--- config.mk ---
export PLATFORM = sky130hd
export DESIGN_NAME = xram_router
export DESIGN_NICKNAME = d
export VERILOG_FILES = /design/src/rtl/xram_router_pkg.sv /design/src/rtl/xr_ctrl_reg.sv /design/src/rtl/xr_decode.sv /design/src/rtl/xr_access_fsm.sv /design/src/rtl/xram_router.sv
export SDC_FILE = /design/constraint.sdc
export NUM_CORES = 1
export LEC_CHECK = 0
export BUFFER_PORTS_ARGS = -buffer_cell sky130_fd_sc_hd__buf_2
export CAP_MARGIN = 15
export CORE_ASPECT_RATIO = 0.5
export CORE_UTILIZATION = 30
export DETAILED_ROUTE_END_ITERATION = 8
export MAX_ROUTING_LAYER = met4
export PLACE_DENSITY_LB_ADDON = 0.1
export SLEW_MARGIN = 25
export SYNTH_ARGS = -nofsm -noshare
export SYNTH_HDL_FRONTEND = slang
export SYNTH_SLANG_ARGS = --single-unit
--- constraint.sdc ---
create_clock -name clk -period 1.4 [get_ports clk]
set_clock_uncertainty 0.2 [all_clocks]
set_input_delay 0.14 -clock clk [delete_from_list [all_inputs] [get_ports clk]]
set_output_delay 0.14 -clock clk [all_outputs]
set_load 0.1 [all_outputs]
--- src/rtl/xram_router_pkg.sv ---
package xram_router_pkg;

    localparam int ADDR_W = 16;
    localparam int DATA_W = 8;
    localparam int SFR_W  = 8;

    typedef enum logic [1:0] {
        ST_IDLE = 2'd0,
        ST_EXT  = 2'd1,
        ST_INT  = 2'd2,
        ST_MIR  = 2'd3
    } acc_state_e;

    typedef enum logic [1:0] {
        RGN_OUT = 2'd0,
        RGN_CAN = 2'd1,
        RGN_RAM = 2'd2
    } region_e;

    typedef struct packed {
        logic              we;
        logic              is_can;
        logic [ADDR_W-1:0] addr;
        logic [DATA_W-1:0] wdata;
    } acc_req_t;

endpackage

--- src/rtl/xr_ctrl_reg.sv ---
module xr_ctrl_reg
    import xram_router_pkg::*;
#(
    parameter logic [SFR_W-1:0] REG_ADDR  = 8'hB1,
    parameter logic [SFR_W-1:0] KEEP_MASK = 8'h7C
) (
    input  logic             clk,
    input  logic             rst_n,
    input  logic             we,
    input  logic [SFR_W-1:0] addr,
    input  logic [SFR_W-1:0] wdata,
    output logic [SFR_W-1:0] rdata,
    output logic             win_dis,
    output logic             mirror_en
);
    localparam int HI_W = SFR_W - 2;

    logic            hit;
    logic            dis_q;
    logic            mir_q;
    logic [HI_W-1:0] hi_q;

    assign hit = we && (addr == REG_ADDR);

    // bit 0: cleared by software only, set by reset only
    always_ff @(posedge clk or negedge rst_n) begin
        if (!rst_n) begin
            dis_q <= 1'b1;
        end else if (hit) begin
            dis_q <= dis_q & wdata[0];
        end
    end

    // bit 1: plain read/write
    always_ff @(posedge clk or negedge rst_n) begin
        if (!rst_n) begin
            mir_q <= 1'b0;
        end else if (hit) begin
            mir_q <= wdata[1];
        end
    end

    // upper bits: storage only where the mask asks for it
    for (genvar gi = 0; gi < HI_W; gi++) begin : g_hi
        if (KEEP_MASK[gi+2]) begin : g_store
            always_ff @(posedge clk or negedge rst_n) begin
                if (!rst_n) begin
                    hi_q[gi] <= 1'b0;
                end else if (hit) begin
                    hi_q[gi] <= wdata[gi+2];
                end
            end
        end else begin : g_tie
            assign hi_q[gi] = 1'b0;
        end
    end

    assign win_dis   = dis_q;
    assign mirror_en = mir_q;
    assign rdata     = (addr == REG_ADDR) ? {hi_q, mir_q, dis_q} : '0;

endmodule

--- src/rtl/xr_decode.sv ---
module xr_decode
    import xram_router_pkg::*;
#(
    parameter logic [ADDR_W-1:0] WIN_BASE = 16'hF700,
    parameter logic [ADDR_W-1:0] RAM_BASE = 16'hF800
) (
    input  logic [ADDR_W-1:0] addr,
    output region_e           region
);
    always_comb begin
        if (addr >= RAM_BASE) begin
            region = RGN_RAM;
        end else if (addr >= WIN_BASE) begin
            region = RGN_CAN;
        end else begin
            region = RGN_OUT;
        end
    end

endmodule

--- src/rtl/xr_access_fsm.sv ---
module xr_access_fsm
    import xram_router_pkg::*;
(
    input  logic              clk,
    input  logic              rst_n,
    input  logic              req,
    input  logic              req_we,
    input  logic [ADDR_W-1:0] req_addr,
    input  logic [DATA_W-1:0] req_wdata,
    input  region_e           region,
    input  logic              win_dis,
    input  logic              mirror_en,
    output logic              ram_sel,
    output logic              can_sel,
    output logic              tgt_we,
    output logic [ADDR_W-1:0] tgt_addr,
    output logic [DATA_W-1:0] tgt_wdata,
    output logic              ext_rd_n,
    output logic              ext_wr_n,
    output logic              ext_oe,
    output logic [ADDR_W-1:0] ext_addr,
    output logic [DATA_W-1:0] ext_dout,
    output logic              src_int,
    output logic              src_can
);
    acc_state_e st_q, st_d;
    acc_req_t   hold_q, hold_d;

    // next-state decision
    always_comb begin
        st_d = ST_IDLE;
        if (req) begin
            if (win_dis || (region == RGN_OUT)) begin
                st_d = ST_EXT;
            end else if (mirror_en) begin
                st_d = ST_MIR;
            end else begin
                st_d = ST_INT;
            end
        end
    end

    always_comb begin
        hold_d        = hold_q;
        if (req) begin
            hold_d.we     = req_we;
            hold_d.is_can = (region == RGN_CAN);
            hold_d.addr   = req_addr;
            hold_d.wdata  = req_wdata;
        end
    end

    // state register
    always_ff @(posedge clk or negedge rst_n) begin
        if (!rst_n) begin
            st_q   <= ST_IDLE;
            hold_q <= '0;
        end else begin
            st_q   <= st_d;
            hold_q <= hold_d;
        end
    end

    // outputs per state
    always_comb begin
        ram_sel   = 1'b0;
        can_sel   = 1'b0;
        tgt_we    = 1'b0;
        tgt_addr  = '0;
        tgt_wdata = '0;
        ext_rd_n  = 1'b1;
        ext_wr_n  = 1'b1;
        ext_oe    = 1'b0;
        ext_addr  = '0;
        ext_dout  = '0;
        src_int   = 1'b0;
        src_can   = 1'b0;
        unique case (st_q)
            ST_IDLE: begin
            end
            ST_EXT: begin
                ext_rd_n = hold_q.we;
                ext_wr_n = !hold_q.we;
                ext_oe   = 1'b1;
                ext_addr = hold_q.addr;
                ext_dout = hold_q.we ? hold_q.wdata : '0;
            end
            ST_INT: begin
                ram_sel   = !hold_q.is_can;
                can_sel   = hold_q.is_can;
                tgt_we    = hold_q.we;
                tgt_addr  = hold_q.addr;
                tgt_wdata = hold_q.we ? hold_q.wdata : '0;
                src_int   = 1'b1;
                src_can   = hold_q.is_can;
            end
            ST_MIR: begin
                ram_sel   = !hold_q.is_can;
                can_sel   = hold_q.is_can;
                tgt_we    = hold_q.we;
                tgt_addr  = hold_q.addr;
                tgt_wdata = hold_q.we ? hold_q.wdata : '0;
                src_int   = 1'b1;
                src_can   = hold_q.is_can;
                ext_rd_n  = hold_q.we;
                ext_wr_n  = !hold_q.we;
                ext_oe    = 1'b1;
                ext_addr  = hold_q.addr;
                ext_dout  = hold_q.we ? hold_q.wdata : '0;
            end
            default: begin
            end
        endcase
    end

endmodule

--- src/rtl/xram_router.sv ---
module xram_router
    import xram_router_pkg::*;
#(
    parameter logic [SFR_W-1:0]  REG_ADDR  = 8'hB1,
    parameter logic [SFR_W-1:0]  KEEP_MASK = 8'h7C,
    parameter logic [ADDR_W-1:0] WIN_BASE  = 16'hF700,
    parameter logic [ADDR_W-1:0] RAM_BASE  = 16'hF800
) (
    input  logic              clk,
    input  logic              rst_n,
    input  logic              sfr_we,
    input  logic [SFR_W-1:0]  sfr_addr,
    input  logic [SFR_W-1:0]  sfr_wdata,
    output logic [SFR_W-1:0]  sfr_rdata,
    input  logic              mx_req,
    input  logic              mx_we,
    input  logic [ADDR_W-1:0] mx_addr,
    input  logic [DATA_W-1:0] mx_wdata,
    output logic [DATA_W-1:0] mx_rdata,
    output logic              ram_sel,
    output logic              can_sel,
    output logic              tgt_we,
    output logic [ADDR_W-1:0] tgt_addr,
    output logic [DATA_W-1:0] tgt_wdata,
    input  logic [DATA_W-1:0] ram_rdata,
    input  logic [DATA_W-1:0] can_rdata,
    output logic              ext_rd_n,
    output logic              ext_wr_n,
    output logic              ext_oe,
    output logic [ADDR_W-1:0] ext_addr,
    output logic [DATA_W-1:0] ext_dout,
    input  logic [DATA_W-1:0] ext_din
);
    logic    win_dis;
    logic    mirror_en;
    region_e region;
    logic    src_int;
    logic    src_can;

    xr_ctrl_reg #(
        .REG_ADDR  (REG_ADDR),
        .KEEP_MASK (KEEP_MASK)
    ) u_reg (
        .clk       (clk),
        .rst_n     (rst_n),
        .we        (sfr_we),
        .addr      (sfr_addr),
        .wdata     (sfr_wdata),
        .rdata     (sfr_rdata),
        .win_dis   (win_dis),
        .mirror_en (mirror_en)
    );

    xr_decode #(
        .WIN_BASE (WIN_BASE),
        .RAM_BASE (RAM_BASE)
    ) u_dec (
        .addr   (mx_addr),
        .region (region)
    );

    xr_access_fsm u_fsm (
        .clk       (clk),
        .rst_n     (rst_n),
        .req       (mx_req),
        .req_we    (mx_we),
        .req_addr  (mx_addr),
        .req_wdata (mx_wdata),
        .region    (region),
        .win_dis   (win_dis),
        .mirror_en (mirror_en),
        .ram_sel   (ram_sel),
        .can_sel   (can_sel),
        .tgt_we    (tgt_we),
        .tgt_addr  (tgt_addr),
        .tgt_wdata (tgt_wdata),
        .ext_rd_n  (ext_rd_n),
        .ext_wr_n  (ext_wr_n),
        .ext_oe    (ext_oe),
        .ext_addr  (ext_addr),
        .ext_dout  (ext_dout),
        .src_int   (src_int),
        .src_can   (src_can)
    );

    // read data source: on-chip target wins even when mirrored
    always_comb begin
        if (src_int) begin
            mx_rdata = src_can ? can_rdata : ram_rdata;
        end else if (!ext_rd_n) begin
            mx_rdata = ext_din;
        end else begin
            mx_rdata = '0;
        end
    end

endmodule

## Word level (Yosys, flattened, before mapping)

Index checks and enable logic that the tools add are counted.
W data, S select, Z words.

| cells by class | value |
|---|---|
| $mul | 0 |
| bitwise operators | 1 |
| add/subtract/negate cells | 0 |
| $lt $le $gt $ge | 2 |
| shift operators | 0 |
| mux-type cells | 21 |
| div/mod/pow operators | 0 |
| reductions and logical operators | 7 |
| equality and inequality tests | 5 |

Operator list:

| cell | number |
|---|---|
| $mux W8 | 6 |
| $ge A16 B16 Y1 const B | 2 |
| $mux W16 | 2 |
| $mux W1 | 9 |
| $eq A8 B8 Y1 const B | 1 |
| $mux W7 | 1 |
| $mux W2 | 3 |
| $eq A2 B1 Y1 const B | 2 |
| $eq A2 B2 Y1 const B | 2 |
| $reduce_or A2 Y1 | 2 |
| $logic_not A1 Y1 | 2 |
| $logic_not A2 Y1 | 1 |
| $and A1 B1 Y1 | 1 |
| $logic_and A1 B1 Y1 | 1 |
| $logic_or A1 B1 Y1 | 1 |

| word-level totals | value |
|---|---|
| latch bits | 0 |
| logic and storage cells | 48 |
| bits in registers | 35 |
| RAM bits | 0 |
| memories | 0 |
| memory bits (read-only) | 0 |

## Longest topological paths before layout

Gate-level depths: netlist of run 1.

| logic depth | value |
|---|---|
| word-level depth | 7 |
| depth in mapped cells | 4 |

## By module

A second synthesis of run 1 with hierarchy kept.

| second synthesis, totals | value |
|---|---|
| cells, all modules | 179 |
| area total of the unflattened synthesis | 2,062.0 um^2 |

Modules (own cells, without submodules):

| module | area each (um^2) | instances | cells each |
|---|---|---|---|
| xr_access_fsm | 1,438.9 | 1 | 124 |
| xr_ctrl_reg | 381.6 | 1 | 30 |
| xram_router | 215.2 | 1 | 20 |
| xr_decode | 26.3 | 1 | 5 |

## Least setup slack after synthesis of run 1

Ideal clock, no wire load.

| timing path | value |
|---|---|
| path kind | flip-flop to output port |
| from | register u_fsm.hold_q[25] (netlist bit) |
| to | output mx_rdata[0] |
| cell stages (with the launch flop) | 4 |
| buffers on the path | 0 |
| slack | -1.337 ns |
| arrival time | 2.397 ns |
| cells stage by stage | dfrtp_1 -> nand2b_1 -> nor2_1 -> a22o_1 |

| between the ends | value |
|---|---|
| cells in the longest elaborated chain, start to end | 3 |

Ends and longest elaborated chain:

| what | RTL line | RTL |
|---|---|---|
| start: declaration | xr_access_fsm.sv:27 | `acc_req_t hold_q, hold_d;` |
| start signal: assignment | xr_access_fsm.sv:60 | `hold_q <= hold_d;` |
| $mux W1 | xr_access_fsm.sv:78 | `unique case (st_q)` |
| net ext_rd_n | xram_router.sv:27 | `output logic ext_rd_n,` |
| $mux W8 | xram_router.sv:90 | `end else if (!ext_rd_n) begin` |
| $mux W8 | xram_router.sv:88 | `if (src_int) begin` |
| end: declaration | xram_router.sv:19 | `output logic [DATA_W-1:0] mx_rdata,` |

The timed path passes the listed nets, and every way through them passes these cells.

## Worst setup path in the final report of run 1

| timing path | value |
|---|---|
| from | register u_fsm.hold_q[24] (netlist bit) |
| to | output mx_rdata[3] |

| between the ends | value |
|---|---|
| cells in the longest elaborated chain, start to end | 3 |

Ends and longest elaborated chain:

| what | RTL line | RTL |
|---|---|---|
| $mux W1 | xr_access_fsm.sv:78 |  |
| $mux W8 | xram_router.sv:89 | `mx_rdata = src_can ? can_rdata : ram_rdata;` |
| $mux W8 | xram_router.sv:88 |  |

Every way passes these cells.

==> qor.yml, run 1 <==
status: "complete, but fails checks"
violated_checks: "negative setup slack"
worst-r2r-cell-count: 3
setup_total_negative_slack_ns: -17.44
clk_latency_ns: 0.27
met1Wirelength_mm: 2.842
nNetsFinal: 432
part_of_the_yosys_area_used_for_sequential_elements_pct: 44.71
n_antenna_cell: 0
worst_path_largest_cell_delay_ns: 0.37
cap_viol_max_count: 0
die_w_um: 116.4
clock_sink_count: 35
port_buffers: 136
total_power_divided_by_cell_area_mw_per_mm2: 767.7
cp.depth: 4
drt_first_pass_iters: 4
hold_viol_final: 0
netlist_area_mm2: 0.001962
critical_path.top_delay_family: "flip-flops"
floorplan.initialDensity_pct: 31.74
synth_commonest_cells: "sky130_fd_sc_hd__and2_1 (41), sky130_fd_sc_hd__dfrtp_1 (34), sky130_fd_sc_hd__mux2_2 (34), sky130_fd_sc_hd__and3_1 (16), sky130_fd_sc_hd__clkbuf_1 (11)"
post-dp-hpwl_mm: 4.921
dominant_cell_type_by_area_after_synthesis: "sky130_fd_sc_hd__dfrtp_1"
cts_tree: "built"
largest_net_degree_at_the_start_of_global_routing: 29
cts-root-to-sink-buffers: 2
worst_setup_path_end_kind: "primary output"
holdCritPathClass: "in -> reg"
post_synth_main_area_contributors: "sky130_fd_sc_hd__dfrtp_1 (43%), sky130_fd_sc_hd__mux2_2 (20%), sky130_fd_sc_hd__and2_1 (13%)"
top_layer_used: "met4"
num_rows: 20
dieArea_mm2: 0.006886
period_share_pct: 130.9
clock_tree.root_cell: "sky130_fd_sc_hd__clkbuf_16"
synth_async_sr_flop_share_pct: 100.0
route.final.wire_length_mm: 7.120
endpoint_of_the_most_critical_setup_path: "mx_rdata[3]"
cts_max_level: 2
max-vdd-ir-drop_mv: 0.4682
crit-reg2reg-capture: "u_fsm.hold_q[24]"
synth_ff_type: "sky130_fd_sc_hd__dfrtp_1"
design.core.area_mm2: 0.006181
criticalPathCategory: "reg -> out"
critPathArrivalTime_ns: 1.49
cts_inserted_buffers: 5
cp_max_fo: 5
synth_edf_count: 0
max_freq_mhz: 545.8
top_level_ports: 139
drive_above_1_share_pct: 79.67
grt_total_usage_pct: 21.72
wl_met2_mm: 3.830
whs_ns: 0.01685
route.detailed.wl_per_inst_um: 15.75
yosys_register_bits: 35
rsz0062_at_grt: "yes"
vias_per_cell: 4.571
synth.lib_cells_used.distinct: 27
critical_path_start_type: "flip-flop"
number_of_slew_limit_violations_in_the_final_report: 0
period_needed_ns: 1.832
drt_drc_violations_left: 0
grt_first_pass_wirelength_mm: 10.72
critical_path.reg2reg.startpoint: "u_fsm.hold_q[24]"
finalWorstSetupSlack_ns: -0.4322
worst_path_clk_slew_ns: 0.06
synth_top_cell_area_share_pct: 43.37
detailroute.via_count: 2066
drt_first_iter_violations: 38
reg2reg_setup_slack_ns: 0.16
syn_to_final_growth_pct: 150.1
report.final.setup_viol: 75
crit_chain: "buf_6 > mux2_2 > a22o_4 > buf_12"
syn-num-nets: 242
worst-endpoint-required_ns: 1.06
avgSynthCellArea_um2: 11.34
grt_pass1_vias: 2173
final_area_mm2: 0.004907
ys_warn_count: 0
grt_overflow: 0
crit_slowest_cell: "sky130_fd_sc_hd__dfrtp_2"
placement.cell_area_mm2: 0.004044
cp_num_buf_inv: 2
wl_met3_um: 420
ant_nets: 0
post_synth_inst_count: 173
power.leakage_nw: 2.240
worst_setup_path_startpoint: "u_fsm.hold_q[24]"
number_of_antenna_violations_at_the_first_check_in_global_routing: 0
post-synth-top-count-cell: "sky130_fd_sc_hd__and2_1"
place_congestion: 0.7225
die_y_um: 59.18
what timing repair did:
item / in CTS / in global routing
hold endpoints to repair: 66 / 0
setup endpoints to repair: 75 / 76
resized for setup: 70 / 17
buffers inserted: 6 / 6
gates cloned: 3 / 1
hold buffers: 33 / 0
pin swaps: 4 / 9
per-layer routing:
metal	up-vias	global-route usage [%]
met5	-	-
met4	0	3.663
met3	4	5.521
met2	74	41.42
met1	1002	23.25
li1	986	-
cells in the final DEF, fill, tap and decap left out, types with 2 or more instances in the layout:
master / Yosys / layout
sky130_fd_sc_hd__mux2_4: 6 / 6
sky130_fd_sc_hd__a22o_4: 0 / 8
sky130_fd_sc_hd__clkbuf_16: 0 / 7
sky130_fd_sc_hd__and3_4: 0 / 16
sky130_fd_sc_hd__buf_8: 0 / 2
sky130_fd_sc_hd__buf_6: 1 / 16
sky130_fd_sc_hd__dfrtp_2: 0 / 3
sky130_fd_sc_hd__mux2_2: 34 / 34
sky130_fd_sc_hd__buf_12: 0 / 75
sky130_fd_sc_hd__clkinvlp_4: 0 / 2
sky130_fd_sc_hd__buf_2: 2 / 65
sky130_fd_sc_hd__buf_4: 1 / 5
sky130_fd_sc_hd__dfrtp_1: 34 / 31
sky130_fd_sc_hd__and2_4: 0 / 41
sky130_fd_sc_hd__dlygate4sd3_1: 0 / 33
worst min-delay path, cell delays in order:
cell and delay (ns):
sky130_fd_sc_hd__buf_2 0.10, sky130_fd_sc_hd__nand4_1 0.14, sky130_fd_sc_hd__nor4b_1 0.07
worst min-delay path by stage:
stage                     start               to  slack (ns)  cells past startpoint
floorplan                 rst_n  u_fsm.hold_q[0]       -0.36                      0
global placement          rst_n  u_fsm.hold_q[3]       -0.16                      1
detailed placement        rst_n  u_fsm.hold_q[3]       -0.16                      1
CTS                 mx_addr[12]    u_fsm.st_q[1]      0.0002                      3
global route        mx_addr[12]    u_fsm.st_q[1]        0.02                      3
finish              mx_addr[12]    u_fsm.st_q[1]        0.02                      3
cell families after synthesis:
family | after synthesis | synth area share (%)
AOI/OAI and AO/OA | 11 | 4.847
buffers and inverters | 16 | 3.763
DFF | 35 | 44.71
muxes | 40 | 24.11
other | 1 | 0.1911
and+or+nand+nor | 70 | 22.39
layout make-up:
cell class	instances	area, um2
fill	359	1274
tap	88	110.1
clock buffer	5	125.1
timing repair buffer	198	2455
inverter	1	3.754
clock inverter	3	20.02
sequential	35	880.8
multi-input combinational	122	1313
power by group:
group	switching [mW]	internal (mW)	total, mW	leakage (nW)
Clock	0.401	0.654	1.05	0.0658
Combinational	0.853	0.694	1.55	1.75
Sequential	0.0680	1.10	1.16	0.421
sequential cells by signal, indices dropped and copies added, names as in the netlist:
register and flops:
u_reg.hi_q 5, u_reg.mirror_en 1, u_fsm.hold_q 26, u_reg.win_dis 1, u_fsm.st_q 2
per-stage QoR:
stage	power (mW)	util [%]	setup slack [ns]	instances
3_5_place_dp	2.534	65.43	-0.3805	402
4_1_cts	3.791	79.29	-0.4360	452
5_1_grt	3.903	79.39	-0.4648	452
2_1_floorplan	2.030	-	-0.2516	173
6_report	3.767	79.39	-0.4322	452
3_3_place_gp	2.506	65.43	-0.3424	402
(Power assumes the default switching activity.)
==> run 2, diff against run 1 <==
--- a/config.mk
+++ b/config.mk
@@ -11,7 +11,6 @@
 export CORE_UTILIZATION = 30
 export DETAILED_ROUTE_END_ITERATION = 8
 export MAX_ROUTING_LAYER = met4
-export PLACE_DENSITY_LB_ADDON = 0.1
 export SLEW_MARGIN = 25
 export SYNTH_ARGS = -nofsm -noshare
 export SYNTH_HDL_FRONTEND = slang
==> run 2 against run 1 <==
  * Highest routed layer unchanged
  * Non-clock buffer count is 5 higher
  * Die area stayed put
  * Critical path type unchanged
  * Critical endpoint is now mx_rdata[2]
  * Sequential cell count stayed put
  * Total power is 3.9% higher
  * Core utilization is 2.4 points higher
  * Combinational power is 5% higher
  * The flow still finishes with violations (negative setup slack)
  * Critical path depth stayed put
==> qor.yml, run 2 (same netlist as run 1, synthesis figures left out) <==
clock_sink_count: 35  # unchanged
postLayoutCoreUtil_pct: 81.78  # +2.4 points
drt_first_iter_violations: 64  # +68%
largest_reg_flops: 26  # unchanged
finalWorstSetupSlack_ns: -0.4604  # -0.02813 ns
critPathArrivalTime_ns: 1.52  # +0.03 ns
top_level_ports: 139  # unchanged
num_rows: 20  # unchanged
critical_path.reg2reg.startpoint: "u_fsm.hold_q[24]"
layer_with_the_highest_usage: "met2"
status: "complete, but fails checks"
whs_ns: 0.03382  # +0.01697 ns
setup_total_negative_slack_ns: -18.23  # -0.7861 ns
vias_per_cell: 4.670  # +2.2%
grt_pass1_vias: 2330  # +7.2%
worst_setup_path_end_kind: "primary output"
critical_path_start_type: "flip-flop"
place_congestion: 0.6924  # -4.2%
period_needed_ns: 1.860  # +0.02812 ns
grt_overflow: 0  # unchanged
post-dp-hpwl_mm: 4.869  # -1.0%
holdCritPathClass: "in -> reg"
route.detailed.wl_per_inst_um: 17.87  # +13%
drive_above_1_share_pct: 79.40  # -0.27 points
design.core.area_mm2: 0.006181  # unchanged
largestRegisters: "u_fsm.hold_q x26, u_reg.hi_q x5, u_fsm.st_q x2"
die_w_um: 116.4  # unchanged
cap_viol_max_count: 0  # unchanged
criticalPathCategory: "reg -> out"
number_of_antenna_violations_at_the_first_check_in_global_routing: 0  # unchanged
rsz0062_at_grt: "yes"
layout_commonest_cell: "sky130_fd_sc_hd__buf_12"
worst_path_clk_slew_ns: 0.05  # about the same
cts_inserted_buffers: 5  # unchanged
hold_viol_final: 0  # unchanged
drt_first_pass_iters: 4  # unchanged
route.final.wire_length_mm: 8.168  # +15%
port_buffers: 136  # unchanged
clock_tree.root_cell: "sky130_fd_sc_hd__clkbuf_16"
number_of_slew_limit_violations_in_the_final_report: 0  # unchanged
total_power_divided_by_cell_area_mw_per_mm2: 774.3  # +0.86%
groute.layer.met3.usage_pct: 5.521  # unchanged
cts_tree: "built"
tightestPinTransition_ns: 0.4937
cts-root-to-sink-buffers: 2  # unchanged
grtUsageMet1_pct: 29.49  # +6.2 points
clk_latency_ns: 0.27  # about the same
dieArea_mm2: 0.006886  # unchanged
grt_util_met2_pct: 44.80  # +3.4 points
syn_to_final_growth_pct: 157.7
max-vdd-ir-drop_mv: 0.4594  # -1.9%
most-common-layout-cells: "sky130_fd_sc_hd__buf_12 (78), sky130_fd_sc_hd__buf_2 (64), sky130_fd_sc_hd__and2_4 (41)"
grt_first_pass_wirelength_mm: 12.32  # +15%
power.leakage_nw: 2.314  # +3.3%
nNetsFinal: 437  # +1.2%
post-layout-total-power_mw: 3.914  # +3.9%
register_with_the_highest_flop_count: "u_fsm.hold_q"
die_y_um: 59.18  # unchanged
worst_setup_path_startpoint: "u_fsm.hold_q[24]"
violated_checks: "negative setup slack"
worst-endpoint-required_ns: 1.06  # about the same
n_antenna_cell: 0  # unchanged
detailroute.via_count: 2134  # +3.3%
floorplan.initialDensity_pct: 31.74  # unchanged
max_slew_margin_pct: 66.62
drt_drc_violations_left: 0  # unchanged
report.final.setup_viol: 72  # -4.0%
cp_max_fo: 4  # -1
max_freq_mhz: 537.5  # -1.5%
grt_total_usage_pct: 25.19  # +3.5 points
largest_net_degree_at_the_start_of_global_routing: 36  # +24%
worstHoldStart: "mx_addr[12]"
ant_nets: 0  # unchanged
cts_max_level: 2  # unchanged
period_share_pct: 132.9  # +2.0 points
run 2: changes by cell type in the layout (fill, tap and decap cells not counted), sizes merged:
cell      before  now
bufbuf         0    1
clkbuf         7    8
buf          163  168
clkinvlp       2    0
run 2: per-layer routing:
layer / part of all wire, % / vias up
met5: 0 / -
met4: 0.93 / 0
met3: 5.7 / 8
met2: 53 / 91
met1: 40 / 1041
li1: - / 994
run 2: cell type report:
type	instances	area, um2
clock inverters	1	5.005
multi-input cells	122	1308
flip-flops and latches	35	880.8
repair buffers	203	2605
clock buffers	7	142.6
well taps	88	110.1
fillers	309	1126
inverters	1	3.754
run 2: worst paths after layout:
path / slack [ns] / cells past startpoint / to
worst max-delay path: -0.46 / 4 / mx_rdata[2]
worst min-delay path: 0.03 / 3 / u_fsm.st_q[1]
worst max register to register: 0.10 / 3 / u_fsm.hold_q[24]
worst min register to register: 0.31 / 1 / u_reg.win_dis
max in group asynchronous: 0.60 / 3 / u_reg.win_dis
min in group asynchronous: 0.16 / 3 / u_reg.hi_q[2]
run 2: critical path: stages (launching register included):
cell and delay [ns]:
sky130_fd_sc_hd__dfrtp_2 0.36, sky130_fd_sc_hd__buf_4 0.14, sky130_fd_sc_hd__mux2_2 0.35, sky130_fd_sc_hd__a22o_4 0.23, sky130_fd_sc_hd__buf_12 0.16
run 2: where the power goes:
group          switching [mW]  internal [mW]
Combinational           0.885          0.748
Sequential             0.0749           1.10
Clock                   0.404          0.705
Total                    1.36           2.55
run 2: timing repair:
action,in CTS,in global routing
gates resized for setup,69,7
cloned,8,1
endpoints found under the hold margin,67,0
pin swaps,24,14
setup endpoints to repair,72,76
buffers inserted,12,1
hold buffers,33,0
run 2: per-stage QoR:
step,worst slack [ns],instances,cell area (um2)
6_report,-0.4604,457,5055
5_1_grt,-0.4973,457,5055
4_1_cts,-0.4452,460,5109
3_5_place_dp,-0.4199,400,4066
3_3_place_gp,-0.3578,400,4066
2_1_floorplan,-0.2516,173,2273
==> run 3, diff against run 2 <==
--- a/config.mk
+++ b/config.mk
@@ -7,10 +7,14 @@
 export LEC_CHECK = 0
 export BUFFER_PORTS_ARGS = -buffer_cell sky130_fd_sc_hd__buf_2
 export CAP_MARGIN = 15
+export CELL_PAD_IN_SITES_DETAIL_PLACEMENT = 0
+export CELL_PAD_IN_SITES_GLOBAL_PLACEMENT = 2
 export CORE_ASPECT_RATIO = 0.5
-export CORE_UTILIZATION = 30
+export CORE_MARGIN = 1
+export CORE_UTILIZATION = 20
 export DETAILED_ROUTE_END_ITERATION = 8
 export MAX_ROUTING_LAYER = met4
+export PLACE_DENSITY_LB_ADDON = 0.1
 export SLEW_MARGIN = 25
 export SYNTH_ARGS = -nofsm -noshare
 export SYNTH_HDL_FRONTEND = slang
==> run 3 against run 2 <==
  * The flow still finishes with violations (negative setup slack)
  * Critical path type unchanged
  * Hold slack improved by 0.062 ns
  * Count of clock-buffer cells in the layout fell by 1
  * Clock power rose by 14%
  * Global-route usage fell by 10 points
  * Register-to-register slack improved by 0.07 ns
  * Highest routed layer unchanged
==> qor.yml, run 3 (same netlist as run 1, synthesis figures left out) <==
status: "complete, but fails checks"
violated_checks: "negative setup slack"
grt_util_met2_pct: 26.63  # -18 points
route.final.wire_length_mm: 7.219  # -12%
register_with_the_highest_flop_count: "u_fsm.hold_q"
worst-r2r-cell-count: 3  # unchanged
number_of_slew_limit_violations_in_the_final_report: 0  # unchanged
layer_with_the_highest_usage: "met2"
hold_path_depth: 3  # unchanged
drt_drc_violations_left: 0  # unchanged
route.detailed.wl_per_inst_um: 14.35  # -20%
cp_max_fo: 9  # +5
grtUsageMet1_pct: 17.79  # -12 points
nNetsFinal: 436  # -0.23%
post-dp-hpwl_mm: 5.109  # +4.9%
power.clock.fraction_pct: 31.8  # +3.5 points
drt_first_iter_violations: 51  # -20%
cts_inserted_buffers: 5  # unchanged
max_freq_mhz: 532.5  # -0.93%
clock_tree.root_cell: "sky130_fd_sc_hd__clkbuf_16"
grt_pass1_vias: 2176  # -6.6%
vias_per_cell: 4.117  # -12%
port_buffers: 136  # unchanged
n_antenna_cell: 0  # unchanged
max-vdd-ir-drop_mv: 0.3878  # -16%
critical_path.reg2reg.startpoint: "u_fsm.hold_q[25]"
worst_setup_path_end_kind: "primary output"
placement.cell_area_mm2: 0.004230  # +4.0%
criticalPathCategory: "reg -> out"
power_switching_mw: 1.332  # -2.3%
largest_reg_flops: 26  # unchanged
period_share_pct: 134.1  # +1.2 points
final_area_mm2: 0.005027  # -0.54%
post-layout-total-power_mw: 3.962  # +1.2%
most-common-layout-cells: "sky130_fd_sc_hd__buf_12 (75), sky130_fd_sc_hd__buf_2 (66), sky130_fd_sc_hd__and2_4 (41)"
critPathArrivalTime_ns: 1.54  # +0.02 ns
largestRegisters: "u_fsm.hold_q x26, u_reg.hi_q x5, u_fsm.st_q x2"
ant_nets: 0  # unchanged
grt_first_pass_wirelength_mm: 11.39  # -7.6%
cts-root-to-sink-buffers: 2  # unchanged
switching_share_pct: 33.62  # -1.2 points
internal-power_mw: 2.630  # +3.1%
worst_path_clk_slew_ns: 0.06  # about the same
layout_commonest_cell: "sky130_fd_sc_hd__buf_12"
period_needed_ns: 1.878  # +0.01742 ns
holdCritPathClass: "in -> reg"
cap_viol_max_count: 0  # unchanged
largest_net_degree_at_the_start_of_global_routing: 36  # unchanged
power.leakage_nw: 2.272  # -1.8%
worstHoldStart: "mx_addr[10]"
clk_latency_ns: 0.28  # about the same
grt_total_usage_pct: 15.15  # -10 points
reg2reg_setup_slack_ns: 0.17  # +0.07 ns
groute.layer.met3.usage_pct: 3.564  # -2.0 points
report.final.setup_viol: 75  # +4.2%
hold_viol_final: 0  # unchanged
top_level_ports: 139  # unchanged
fillCellCount: 818  # +160%
design.core.area_mm2: 0.009478  # +53%
syn_to_final_growth_pct: 156.2
crit-reg2reg-capture: "u_fsm.hold_q[25]"
drt_first_pass_iters: 4  # unchanged
detailroute.via_count: 2071  # -3.0%
die_w_um: 142.1  # +22%
die_y_um: 72.04  # +22%
dieArea_mm2: 0.01023  # +49%
finalWorstSetupSlack_ns: -0.4778  # -0.01742 ns
drive_above_1_share_pct: 78.80  # -0.60 points
grt_overflow: 0  # unchanged
rsz0062_at_grt: "yes"
floorplan.initialDensity_pct: 20.70  # -11 points
worst-endpoint-required_ns: 1.06  # about the same
total_power_divided_by_cell_area_mw_per_mm2: 788.0  # +1.8%
cts_tree: "built"
min_to: "u_fsm.st_q[1]"
num_rows: 25  # +25%
critical_path_start_type: "flip-flop"
place_congestion: 0.6517  # -5.9%
clock_sink_count: 35  # unchanged
proportion_of_power_drawn_by_flip_flops_and_latches_pct: 29.3  # -0.6 points
combinationalPowerShare_pct: 38.9  # -2.8 points
number_of_antenna_violations_at_the_first_check_in_global_routing: 0  # unchanged
cts_max_level: 2  # unchanged
run 3: cell count changes in the layout (fill, tap and decap cells not counted), moves of 2 or more:
cell / previous run / this run
sky130_fd_sc_hd__buf_12: 78 / 75
sky130_fd_sc_hd__buf_16: 4 / 1
sky130_fd_sc_hd__buf_2: 64 / 66
sky130_fd_sc_hd__buf_4: 7 / 9
sky130_fd_sc_hd__buf_6: 14 / 11
sky130_fd_sc_hd__buf_8: 1 / 5
run 3: power groups by stage:
stage	Sequential [mW]	Clock [mW]	Combinational (mW)
final	1.16	1.26	1.54
after global routing	1.17	1.33	1.61
after CTS	1.16	1.29	1.56
after detailed placement	1.18	0	1.41
after global placement	1.17	0	1.39
after floorplan	1.16	0	0.871
run 3: area by class of cell:
cell class / count / area, um2 / share of cell area [%]
multi-input cells: 122 / 1310 / 26.06
flip-flops and latches: 35 / 879.6 / 17.50
clock inverters: 2 / 37.54 / 0.7466
well taps: 135 / 168.9 / 3.360
inverters: 1 / 3.754 / 0.07466
clock buffers: 6 / 128.9 / 2.563
repair buffers: 202 / 2499 / 49.70
run 3: what timing repair did:
action | CTS | global route
hold buffers | 34 | 0
resized for setup | 35 | 10
cloned | 4 | 0
pin swaps | 8 | 1
hold endpoints to repair | 67 | 0
endpoints found under the setup margin | 72 | 76
buffers inserted | 9 | 6
run 3: worst max-delay path by stage:
stage	start	endpoint	depth (start not counted)
4_1_cts	u_fsm.hold_q[24]	mx_rdata[4]	4
2_1_floorplan	u_fsm.hold_q[25]	mx_rdata[0]	3
3_5_place_dp	sfr_addr[3]	u_reg.hi_q[2]	4
6_report	u_fsm.hold_q[24]	mx_rdata[1]	4
3_3_place_gp	u_fsm.hold_q[24]	mx_rdata[1]	4
5_1_grt	u_fsm.hold_q[24]	mx_rdata[1]	4
run 3: critical path, stage by stage (launching register included):
cell and delay, ns:
sky130_fd_sc_hd__dfrtp_1 0.39, sky130_fd_sc_hd__buf_12 0.14, sky130_fd_sc_hd__mux2_2 0.34, sky130_fd_sc_hd__a22o_4 0.23, sky130_fd_sc_hd__buf_12 0.16
run 3: metrics by stage:
step | hold WS, ns | std cells | setup slack [ns] | setup TNS [ns] | utilization (%)
global route | 0.1125 | 503 | -0.5222 | -24.14 | 53.04
floorplan | -0.3556 | 173 | -0.2516 | -3.609 | -
global placement | -0.07597 | 447 | -0.2827 | -4.600 | 44.63
finish | 0.09607 | 503 | -0.4778 | -21.36 | 53.04
detailed placement | -0.07778 | 447 | -0.3034 | -4.911 | 44.63
CTS | 0.06563 | 502 | -0.4894 | -21.33 | 53.02
run 3: routing by layer:
layer,share of wire [%],vias to the layer above
met5,0,-
met4,0.43,0
met3,6.5,2
met2,52,72
met1,41,1005
li1,-,992
